**src/rtl/intr_pkg.sv**
```systemverilog
package intr_pkg;
  typedef enum logic [3:0] {
    ST_IDLE,
    ST_HWVEC,
    ST_CHECK,
    ST_PUSH_CS_LO,
    ST_PUSH_CS_HI,
    ST_PUSH_IP_LO,
    ST_PUSH_IP_HI,
    ST_RD_B0,
    ST_RD_B1,
    ST_RD_B2,
    ST_RD_B3,
    ST_FIN
  } seq_state_e;

  localparam int ENTRY_BYTES = 4;
  localparam int ENTRY_SHIFT = 2;
endpackage

```
**src/rtl/intr_phys_addr.sv**
```systemverilog
module intr_phys_addr #(
  parameter int SEG_W  = 16,
  parameter int SHIFT  = 4,
  parameter int ADDR_W = 20
) (
  input  logic [SEG_W-1:0]  seg_i,
  input  logic [SEG_W-1:0]  off_i,
  output logic [ADDR_W-1:0] addr_o
);
  localparam int FULL_W = SEG_W + SHIFT;
  localparam int SUM_W  = ((FULL_W > ADDR_W) ? FULL_W : ADDR_W) + 1;

  logic [SUM_W-1:0] sum;

  always_comb begin
    sum    = SUM_W'({seg_i, {SHIFT{1'b0}}}) + SUM_W'(off_i);
    addr_o = sum[ADDR_W-1:0];  // wraps at the top of physical space
  end
endmodule

```
**src/rtl/intr_vec_src.sv**
```systemverilog
module intr_vec_src #(
  parameter int VEC_W = 8
) (
  input  logic             clk_i,
  input  logic             rst_ni,
  input  logic             idle_i,
  input  logic             hw_req_i,
  input  logic [VEC_W-1:0] hw_vec_i,
  input  logic             sw_req_i,
  input  logic [VEC_W-1:0] sw_vec_i,
  output logic             take_sw_o,
  output logic             take_hw_o,
  output logic             hw_ack_o,
  output logic [VEC_W-1:0] vec_o
);
  logic             ack_q;
  logic [VEC_W-1:0] vec_q;

  // software source has priority: it belongs to the instruction in flight
  assign take_sw_o = idle_i & sw_req_i;
  assign take_hw_o = idle_i & hw_req_i & ~sw_req_i;

  always_ff @(posedge clk_i or negedge rst_ni) begin
    if (!rst_ni) begin
      ack_q <= 1'b0;
      vec_q <= '0;
    end else begin
      ack_q <= take_hw_o;
      if (take_sw_o)  vec_q <= sw_vec_i;
      else if (ack_q) vec_q <= hw_vec_i;
    end
  end

  assign hw_ack_o = ack_q;
  assign vec_o    = vec_q;

  assert_ack_single_R3: assert property (@(posedge clk_i) disable iff (!rst_ni)
    hw_ack_o |=> !hw_ack_o);

  assert_ack_follows_take_R3: assert property (@(posedge clk_i) disable iff (!rst_ni)
    take_hw_o |=> hw_ack_o);
endmodule

```
**src/rtl/intr_entry_ctrl.sv**
```systemverilog
module intr_entry_ctrl
  import intr_pkg::*;
#(
  parameter int ADDR_W = 20,
  parameter int WORD_W = 16,
  parameter int VEC_W  = 8,
  parameter int LEN_W  = 16
) (
  input  logic              clk_i,
  input  logic              rst_ni,
  input  logic              take_sw_i,
  input  logic              take_hw_i,
  input  logic [VEC_W-1:0]  vec_i,
  input  logic [ADDR_W-1:0] tbl_base_i,
  input  logic [LEN_W-1:0]  tbl_len_i,
  input  logic [WORD_W-1:0] cs_i,
  input  logic [WORD_W-1:0] ip_i,
  input  logic [WORD_W-1:0] ss_i,
  input  logic [WORD_W-1:0] sp_i,
  output logic [WORD_W-1:0] stk_seg_o,
  output logic [WORD_W-1:0] stk_off_o,
  input  logic [ADDR_W-1:0] stk_addr_i,
  output logic              idle_o,
  output logic              busy_o,
  output logic              mem_req_o,
  output logic              mem_we_o,
  output logic [ADDR_W-1:0] mem_addr_o,
  output logic [7:0]        mem_wdata_o,
  input  logic [7:0]        mem_rdata_i,
  output logic [WORD_W-1:0] cs_o,
  output logic [WORD_W-1:0] ip_o,
  output logic [WORD_W-1:0] sp_o,
  output logic              done_o,
  output logic              fault_o
);
  localparam int IDX_W = VEC_W + ENTRY_SHIFT;
  localparam int CMP_W = ((IDX_W > LEN_W) ? IDX_W : LEN_W) + 1;
  localparam int HALF  = WORD_W / 2;

  seq_state_e        state_q, state_d;
  logic [WORD_W-1:0] cs_q, ip_q, ss_q, sp_q;
  logic [ADDR_W-1:0] base_q;
  logic [LEN_W-1:0]  len_q;
  logic [7:0]        ent_b0_q, ent_b1_q, ent_b2_q;
  logic [WORD_W-1:0] cs_r, ip_r, sp_r;
  logic              done_r, fault_r;

  logic [CMP_W-1:0]  ent_end;
  logic              out_of_table;
  logic [1:0]        rd_idx;
  logic              rd_state;
  logic [ADDR_W-1:0] tbl_addr;

  // entry must lie fully inside the table
  always_comb begin
    ent_end      = CMP_W'({vec_i, {ENTRY_SHIFT{1'b0}}}) + CMP_W'(ENTRY_BYTES);
    out_of_table = ent_end > CMP_W'(len_q);
  end

  always_comb begin
    state_d = state_q;
    unique case (state_q)
      ST_IDLE:       if (take_sw_i) state_d = ST_CHECK;
                     else if (take_hw_i) state_d = ST_HWVEC;
      ST_HWVEC:      state_d = ST_CHECK;
      ST_CHECK:      state_d = out_of_table ? ST_IDLE : ST_PUSH_CS_LO;
      ST_PUSH_CS_LO: state_d = ST_PUSH_CS_HI;
      ST_PUSH_CS_HI: state_d = ST_PUSH_IP_LO;
      ST_PUSH_IP_LO: state_d = ST_PUSH_IP_HI;
      ST_PUSH_IP_HI: state_d = ST_RD_B0;
      ST_RD_B0:      state_d = ST_RD_B1;
      ST_RD_B1:      state_d = ST_RD_B2;
      ST_RD_B2:      state_d = ST_RD_B3;
      ST_RD_B3:      state_d = ST_FIN;
      ST_FIN:        state_d = ST_IDLE;
      default:       state_d = ST_IDLE;
    endcase
  end

  always_ff @(posedge clk_i or negedge rst_ni) begin
    if (!rst_ni) begin
      state_q <= ST_IDLE;
      cs_q    <= '0;
      ip_q    <= '0;
      ss_q    <= '0;
      sp_q    <= '0;
      base_q  <= '0;
      len_q   <= '0;
    end else begin
      state_q <= state_d;
      if (state_q == ST_IDLE && (take_sw_i || take_hw_i)) begin
        cs_q   <= cs_i;
        ip_q   <= ip_i;
        ss_q   <= ss_i;
        sp_q   <= sp_i;
        base_q <= tbl_base_i;
        len_q  <= tbl_len_i;
      end
    end
  end

  // stack offsets: CS word at SP-2, IP word at SP-4
  always_comb begin
    stk_off_o = sp_q;
    unique case (state_q)
      ST_PUSH_CS_LO: stk_off_o = sp_q - WORD_W'(2);
      ST_PUSH_CS_HI: stk_off_o = sp_q - WORD_W'(1);
      ST_PUSH_IP_LO: stk_off_o = sp_q - WORD_W'(4);
      ST_PUSH_IP_HI: stk_off_o = sp_q - WORD_W'(3);
      default:       stk_off_o = sp_q;
    endcase
  end
  assign stk_seg_o = ss_q;

  always_comb begin
    rd_state = 1'b1;
    rd_idx   = 2'd0;
    unique case (state_q)
      ST_RD_B0: rd_idx = 2'd0;
      ST_RD_B1: rd_idx = 2'd1;
      ST_RD_B2: rd_idx = 2'd2;
      ST_RD_B3: rd_idx = 2'd3;
      default:  rd_state = 1'b0;
    endcase
    tbl_addr = base_q + ADDR_W'({vec_i, {ENTRY_SHIFT{1'b0}}}) + ADDR_W'(rd_idx);
  end

  always_comb begin
    mem_req_o   = 1'b0;
    mem_we_o    = 1'b0;
    mem_addr_o  = stk_addr_i;
    mem_wdata_o = '0;
    unique case (state_q)
      ST_PUSH_CS_LO: begin mem_req_o = 1'b1; mem_we_o = 1'b1; mem_wdata_o = cs_q[HALF-1:0];      end
      ST_PUSH_CS_HI: begin mem_req_o = 1'b1; mem_we_o = 1'b1; mem_wdata_o = cs_q[WORD_W-1:HALF]; end
      ST_PUSH_IP_LO: begin mem_req_o = 1'b1; mem_we_o = 1'b1; mem_wdata_o = ip_q[HALF-1:0];      end
      ST_PUSH_IP_HI: begin mem_req_o = 1'b1; mem_we_o = 1'b1; mem_wdata_o = ip_q[WORD_W-1:HALF]; end
      default: begin
        if (rd_state) begin
          mem_req_o  = 1'b1;
          mem_addr_o = tbl_addr;
        end
      end
    endcase
  end

  // read data arrives one cycle after its request
  always_ff @(posedge clk_i or negedge rst_ni) begin
    if (!rst_ni) begin
      ent_b0_q <= '0;
      ent_b1_q <= '0;
      ent_b2_q <= '0;
      cs_r     <= '0;
      ip_r     <= '0;
      sp_r     <= '0;
      done_r   <= 1'b0;
      fault_r  <= 1'b0;
    end else begin
      done_r  <= 1'b0;
      fault_r <= 1'b0;
      unique case (state_q)
        ST_RD_B1: ent_b0_q <= mem_rdata_i;
        ST_RD_B2: ent_b1_q <= mem_rdata_i;
        ST_RD_B3: ent_b2_q <= mem_rdata_i;
        ST_FIN: begin
          ip_r   <= {ent_b1_q, ent_b0_q};
          cs_r   <= {mem_rdata_i, ent_b2_q};
          sp_r   <= sp_q - WORD_W'(4);
          done_r <= 1'b1;
        end
        ST_CHECK: fault_r <= out_of_table;
        default: ;
      endcase
    end
  end

  assign idle_o  = (state_q == ST_IDLE);
  assign busy_o  = ~idle_o;
  assign cs_o    = cs_r;
  assign ip_o    = ip_r;
  assign sp_o    = sp_r;
  assign done_o  = done_r;
  assign fault_o = fault_r;

  assert_done_pulse_R6: assert property (@(posedge clk_i) disable iff (!rst_ni)
    done_o |=> !done_o);

  assert_done_fault_excl_R7: assert property (@(posedge clk_i) disable iff (!rst_ni)
    !(done_o && fault_o));

  assert_fault_no_mem_R7: assert property (@(posedge clk_i) disable iff (!rst_ni)
    fault_o |-> !$past(mem_req_o));

  assert_fault_keeps_sp_R7: assert property (@(posedge clk_i) disable iff (!rst_ni)
    fault_o |-> $stable(sp_o));

  assert_mem_only_busy_R8: assert property (@(posedge clk_i) disable iff (!rst_ni)
    mem_req_o |-> busy_o);

  assert_reads_after_writes_R4: assert property (@(posedge clk_i) disable iff (!rst_ni)
    (mem_req_o && !mem_we_o && !$past(mem_req_o)) |-> 1'b0);
endmodule

```
**src/rtl/intr_entry_seq.sv**
```systemverilog
module intr_entry_seq #(
  parameter int ADDR_W = 20,
  parameter int WORD_W = 16,
  parameter int VEC_W  = 8,
  parameter int LEN_W  = 16,
  parameter int SHIFT  = 4
) (
  input  logic              clk_i,
  input  logic              rst_ni,
  input  logic              hw_req_i,
  input  logic [VEC_W-1:0]  hw_vec_i,
  output logic              hw_ack_o,
  input  logic              sw_req_i,
  input  logic [VEC_W-1:0]  sw_vec_i,
  input  logic [ADDR_W-1:0] tbl_base_i,
  input  logic [LEN_W-1:0]  tbl_len_i,
  input  logic [WORD_W-1:0] cs_i,
  input  logic [WORD_W-1:0] ip_i,
  input  logic [WORD_W-1:0] ss_i,
  input  logic [WORD_W-1:0] sp_i,
  output logic              mem_req_o,
  output logic              mem_we_o,
  output logic [ADDR_W-1:0] mem_addr_o,
  output logic [7:0]        mem_wdata_o,
  input  logic [7:0]        mem_rdata_i,
  output logic              busy_o,
  output logic              done_o,
  output logic              fault_o,
  output logic [WORD_W-1:0] cs_o,
  output logic [WORD_W-1:0] ip_o,
  output logic [WORD_W-1:0] sp_o
);
  logic              idle;
  logic              take_sw, take_hw;
  logic [VEC_W-1:0]  vec;
  logic [WORD_W-1:0] stk_seg, stk_off;
  logic [ADDR_W-1:0] stk_addr;

  intr_vec_src #(.VEC_W(VEC_W)) u_vec_src (
    .clk_i     (clk_i),
    .rst_ni    (rst_ni),
    .idle_i    (idle),
    .hw_req_i  (hw_req_i),
    .hw_vec_i  (hw_vec_i),
    .sw_req_i  (sw_req_i),
    .sw_vec_i  (sw_vec_i),
    .take_sw_o (take_sw),
    .take_hw_o (take_hw),
    .hw_ack_o  (hw_ack_o),
    .vec_o     (vec)
  );

  intr_phys_addr #(.SEG_W(WORD_W), .SHIFT(SHIFT), .ADDR_W(ADDR_W)) u_stk_addr (
    .seg_i  (stk_seg),
    .off_i  (stk_off),
    .addr_o (stk_addr)
  );

  intr_entry_ctrl #(
    .ADDR_W(ADDR_W), .WORD_W(WORD_W), .VEC_W(VEC_W), .LEN_W(LEN_W)
  ) u_ctrl (
    .clk_i       (clk_i),
    .rst_ni      (rst_ni),
    .take_sw_i   (take_sw),
    .take_hw_i   (take_hw),
    .vec_i       (vec),
    .tbl_base_i  (tbl_base_i),
    .tbl_len_i   (tbl_len_i),
    .cs_i        (cs_i),
    .ip_i        (ip_i),
    .ss_i        (ss_i),
    .sp_i        (sp_i),
    .stk_seg_o   (stk_seg),
    .stk_off_o   (stk_off),
    .stk_addr_i  (stk_addr),
    .idle_o      (idle),
    .busy_o      (busy_o),
    .mem_req_o   (mem_req_o),
    .mem_we_o    (mem_we_o),
    .mem_addr_o  (mem_addr_o),
    .mem_wdata_o (mem_wdata_o),
    .mem_rdata_i (mem_rdata_i),
    .cs_o        (cs_o),
    .ip_o        (ip_o),
    .sp_o        (sp_o),
    .done_o      (done_o),
    .fault_o     (fault_o)
  );
endmodule

```
**config.mk**
```make
export PLATFORM = sky130hd
export DESIGN_NAME = intr_entry_seq
export DESIGN_NICKNAME = d
export VERILOG_FILES = /design/src/rtl/intr_pkg.sv /design/src/rtl/intr_phys_addr.sv /design/src/rtl/intr_vec_src.sv /design/src/rtl/intr_entry_ctrl.sv /design/src/rtl/intr_entry_seq.sv
export SDC_FILE = /design/constraint.sdc
export NUM_CORES = 1
export LEC_CHECK = 0
export ABC_CLOCK_PERIOD_IN_PS = 9700
export BUFFER_PORTS_ARGS = -buffer_cell sky130_fd_sc_hd__buf_2
export CORE_ASPECT_RATIO = 2
export CORE_MARGIN = 8
export CORE_UTILIZATION = 59
export DETAILED_ROUTE_END_ITERATION = 8
export HOLD_SLACK_MARGIN = 0.12
export PLACE_DENSITY = 0.85
export SLEW_MARGIN = 25
export SYNTH_ARGS = -nofsm -noshare
export SYNTH_HDL_FRONTEND = slang
export SYNTH_SLANG_ARGS = --single-unit
```
**constraint.sdc**
```tcl
create_clock -name clk_i -period 9.7 [get_ports clk_i]
set_input_delay 0.97 -clock clk_i [delete_from_list [all_inputs] [get_ports clk_i]]
set_output_delay 0.97 -clock clk_i [all_outputs]
set_load 0.005 [all_outputs]
```
==> results by group <==
Global route
  – Initial antenna violation count: 1
  – Vias in the first global route: a little over 8000
  – GRT Overall Usage: 0.239
  – First-pass GRT wire length: 39900 um
  – Largest net degree at the start of global routing: 118
  – Grt total ovfl: 0

Routing
  – WL/cell: 18.6 um
  – Met2 routed WL: 13800 um
  – Top Layer Used: met4
  – Pre-antenna DRT Iters: 5
  – Routed vias: roughly 7700
  – Final antenna-violating net count: 0
  – DRT Wirelength: 25100 um
  – Met3 wire length: approximately 1400 um
  – WL met1: 9170 um
  – # DRC: 0
  – Starting DRT DRC Count: roughly 460
  – Vias per inst: 5.72

STA
  – Setup Skew: 10.5 ps
  – Slew Viols, Final: 0
  – Min cycle time layout: 6500 ps
  – Tightest Pin Transition: 930 ps
  – Final Hold Fails: 0
  – Setup violations, final: 0
  – Max-slew headroom: 0.380
  – Setup TNS: 0 ps
  – RSZ-0062 raised after global routing: no
  – Highest clock rate: 154 MHz
  – Final Cycle Share: 0.670

Worst setup path
  – Worst setup EP type: output pin
  – Worst setup endpoint: mem_addr_o[15]
  – Flop2flop setup slack: between 7000 and 8000 ps
  – FF-to-FF End: u_ctrl.sp_q[12]
  – Critical path, cell by cell: nand2b_1, nor2_1, inv_1, ha_1, a211oi_1, a21oi_2, nor3_4, nand3_1, a211o_1, ha_1, nand3_1, a21oi_1, nor3_1, a21oi_1, xnor2_1, mux2i_1, buf_2
  – CP arrival: 5530 ps
  – Critical Path Fanout Max: 12
  – RR Startpoint: u_ctrl.state_q[0]
  – Critical Path Start: u_ctrl.state_q[0]
  – Reg2reg path depth: 5
  – Crit path max-delay cell type: nor2_1
  – Largest stage delay, worst path: slightly above 600 ps
  – Crit Path Class: reg2out
  – Worst Setup Start Kind: flip-flop
  – CP Data Required Time: 8730 ps

CTS
  – H-tree levels: 4
  – Num CTS Buffers: 17
  – CTS Root Cell: clkbuf_16
  – Setup repair bufs after CTS: 0
  – Max Buffers Root-to-Sink: 2
  – Worst-path clk slew: around 70 ps
  – CTS tree: yes
  – Clk sinks: 187
  – CTS Hold Buffers Added: 0
  – Clk Latency, worst-skew pair: 430 ps
  – Post-cts sizing count: 0

Pwr
  – P_sw: approximately 0.0020 W
  – PD cells: 405 mW/mm2
  – Total power draw: 0.00468 W
  – P_leak: 5.53 nW
  – Fraction of power spent switching nets: 0.423
  – P_int: 0.00270 W
  – Clk pwr share: 0.152
  – Worst VDD drop: 0.344 mV
  – Comb pwr share: 0.536
  – Flop pwr share: 0.312

Placement
  – Area after DPL: between 0.01 and 0.015 mm2
  – Post-DP HPWL: roughly 19000 um
  – Final Wtd Congestion: around 0.92
  – # port buffers: about 210

Layout
  – Final cell area excluding filler cells: 0.0115 mm2
  – Nets: 1301
  – Synth-to-Final Area Change: 17.9%
  – Layout cell share with drive strength beyond 1: 0.331

Synth
  – Syn avg cell area: 10.4 um2
  – Most common flop cell mapped by yosys: dfrtp_1
  – Post-synthesis sequential area ratio: 0.478
  – Syn Nets: approximately 1100
  – Synth Register Bits: around 190
  – FFs w/ async S/R, synth: 1.00
  – EDFF count, synth: 0
  – Cells after synthesis: 945
  – Mapped Area: 0.00979 mm2
  – Synth warnings: 0
  – Post-synth cell types: 66

Die
  – Die X: between 100 and 150 um
  – Num ports: between 200 and 250
  – Area of the core: 0.0163 mm2
  – Die ar.: about 0.021 mm2
  – Initial Util: 0.602
  – Die H: 198 um
  – Std-Cell Rows: 66

Status
  – Status: finished clean

Hold path
  – Hold crit path type: reg2reg

Run
  – Total of max-cap violations: 0
metrics by stage:
step / worst slack (ps) / util / std cells / hold WS (ps)
after floorplan: 4680 / - / 945 / 435
after global placement: 3970 / 0.670 / 1318 / 443
after detailed placement: 3810 / 0.671 / 1318 / 456
after CTS: 3280 / 0.708 / 1350 / 475
after global routing: 2910 / 0.710 / 1352 / 495
final: 3200 / 0.710 / 1352 / 473
how the worst min path moves through the flow:
stage	start	endpoint	slack, ps	cells after the start
after CTS	u_ctrl.ent_b2_q[5]	u_ctrl.cs_o[5]	480	2
after floorplan	u_ctrl.ent_b2_q[0]	u_ctrl.cs_o[0]	430	2
after global routing	u_ctrl.ent_b2_q[6]	u_ctrl.cs_o[6]	490	2
after detailed placement	u_ctrl.ent_b0_q[5]	u_ctrl.ip_o[5]	460	2
after global placement	u_ctrl.ent_b0_q[6]	u_ctrl.ip_o[6]	440	2
final	u_ctrl.ent_b2_q[5]	u_ctrl.cs_o[5]	470	2
worst max-delay path, delay by kind of cell, from the launching register on:
family	cells	cell delay (ps)
AOI/OAI and AO/OA	5	1200
buffers and inverters	2	320
DFF	1	520
adders and majority gates	2	670
and+or+nand+nor	6	2030
muxes	1	160
xor gates and xnor gates	1	180
power by group through the flow:
stage               Sequential, W  Clock (W)  Combinational (W)
CTS                       0.00145   0.000724            0.00250
global placement          0.00144          0            0.00240
global route              0.00151   0.000753            0.00278
floorplan                 0.00134          0            0.00181
detailed placement        0.00146          0            0.00247
finish                    0.00146   0.000712            0.00251
final cells by class:
type                            instances  area (um2)
Tap cell                              204         255
Multi-Input combinational cell        689        4810
Clock buffer                           18         439
Timing Repair Buffer                  212        1090
Inverter                               27         101
Antenna cell                            1        2.50
Sequential cell                       187        4680
Clock inverter                         14         168
Fill cell                            1256        4730
layer usage:
metal | up-vias | GRT usage
met5 | - | 0
met4 | 0 | 0.101
met3 | 54 | 0.0417
met2 | 263 | 0.440
met1 | 3748 | 0.258
li1 | 3663 | -
synthesized netlist by cell type, types with 2 or more instances:
master	n	share of area
nand2_1	194	0.074
dfrtp_1	187	0.48
mux2_2	110	0.13
o21ai_0	58	0.030
xnor2_1	42	0.038
a21oi_1	36	0.018
ha_1	36	0.046
nor2_1	29	0.011
inv_1	26	0.010
buf_2	19	0.0097
a22oi_1	18	0.014
clkbuf_1	15	0.0057
nand3_1	15	0.0077
xor2_1	14	0.013
mux2i_1	12	0.012
a21o_1	10	0.0077
a211oi_1	9	0.0069
nand2b_1	8	0.0051
nor3_1	8	0.0041
o211ai_1	6	0.0046
o21ai_1	6	0.0031
nand4_1	5	0.0032
a211o_1	4	0.0036
and3_1	4	0.0026
buf_4	4	0.0031
nor2_2	4	0.0026
o22ai_1	4	0.0026
or2_2	4	0.0026
a31oi_1	3	0.0019
buf_6	3	0.0034
fa_1	3	0.0061
nor3_2	3	0.0031
nor4_1	3	0.0019
o21a_1	3	0.0023
a21boi_0	2	0.0015
a21oi_2	2	0.0018
and4_1	2	0.0018
nor2b_1	2	0.0013
o21bai_1	2	0.0015
o221ai_1	2	0.0018
or3_1	2	0.0013
or4_1	2	0.0015
flip-flops by register name, summed over array words and instances, names as in the netlist, 8 cells and up:
register          flops
u_ctrl.sp_q          16
u_ctrl.len_q         16
u_ctrl.ent_b2_q       8
u_ctrl.cs_q          16
u_ctrl.ent_b1_q       8
u_ctrl.ent_b0_q       8
u_ctrl.ip_q          16
u_ctrl.ip_o          16
u_vec_src.vec_o       8
u_ctrl.cs_o          16
u_ctrl.stk_seg_o     16
u_ctrl.sp_o          16
u_ctrl.base_q        20
layout by cell type, fill, tap and decap left out, drive strengths merged, types with 8 or more instances in the layout:
cell type / n
nand3: 15
ha: 36
xor2: 14
a211oi: 10
mux2i: 12
clkbuf: 19
o21ai: 64
inv: 35
xnor2: 42
nor3: 12
dfrtp: 187
a21oi: 38
nor2: 34
buf: 211
nand2: 195
a22oi: 18
mux2: 111
a21o: 10
nand2b: 8
cell families after synthesis:
logic type               count (synthesis)  share of synthesized area
XOR/XNOR                                56                     0.0501
AO/OA/AOI/OAI                          173                      0.109
buffers and inverters                   69                     0.0327
AND/OR/NAND/NOR                        298                      0.138
multiplexers                           123                      0.140
adder cells (fa/ha/maj)                 39                     0.0521
flip-flops                             187                      0.478
No activity file was read; power rests on OpenSTA's default activity.
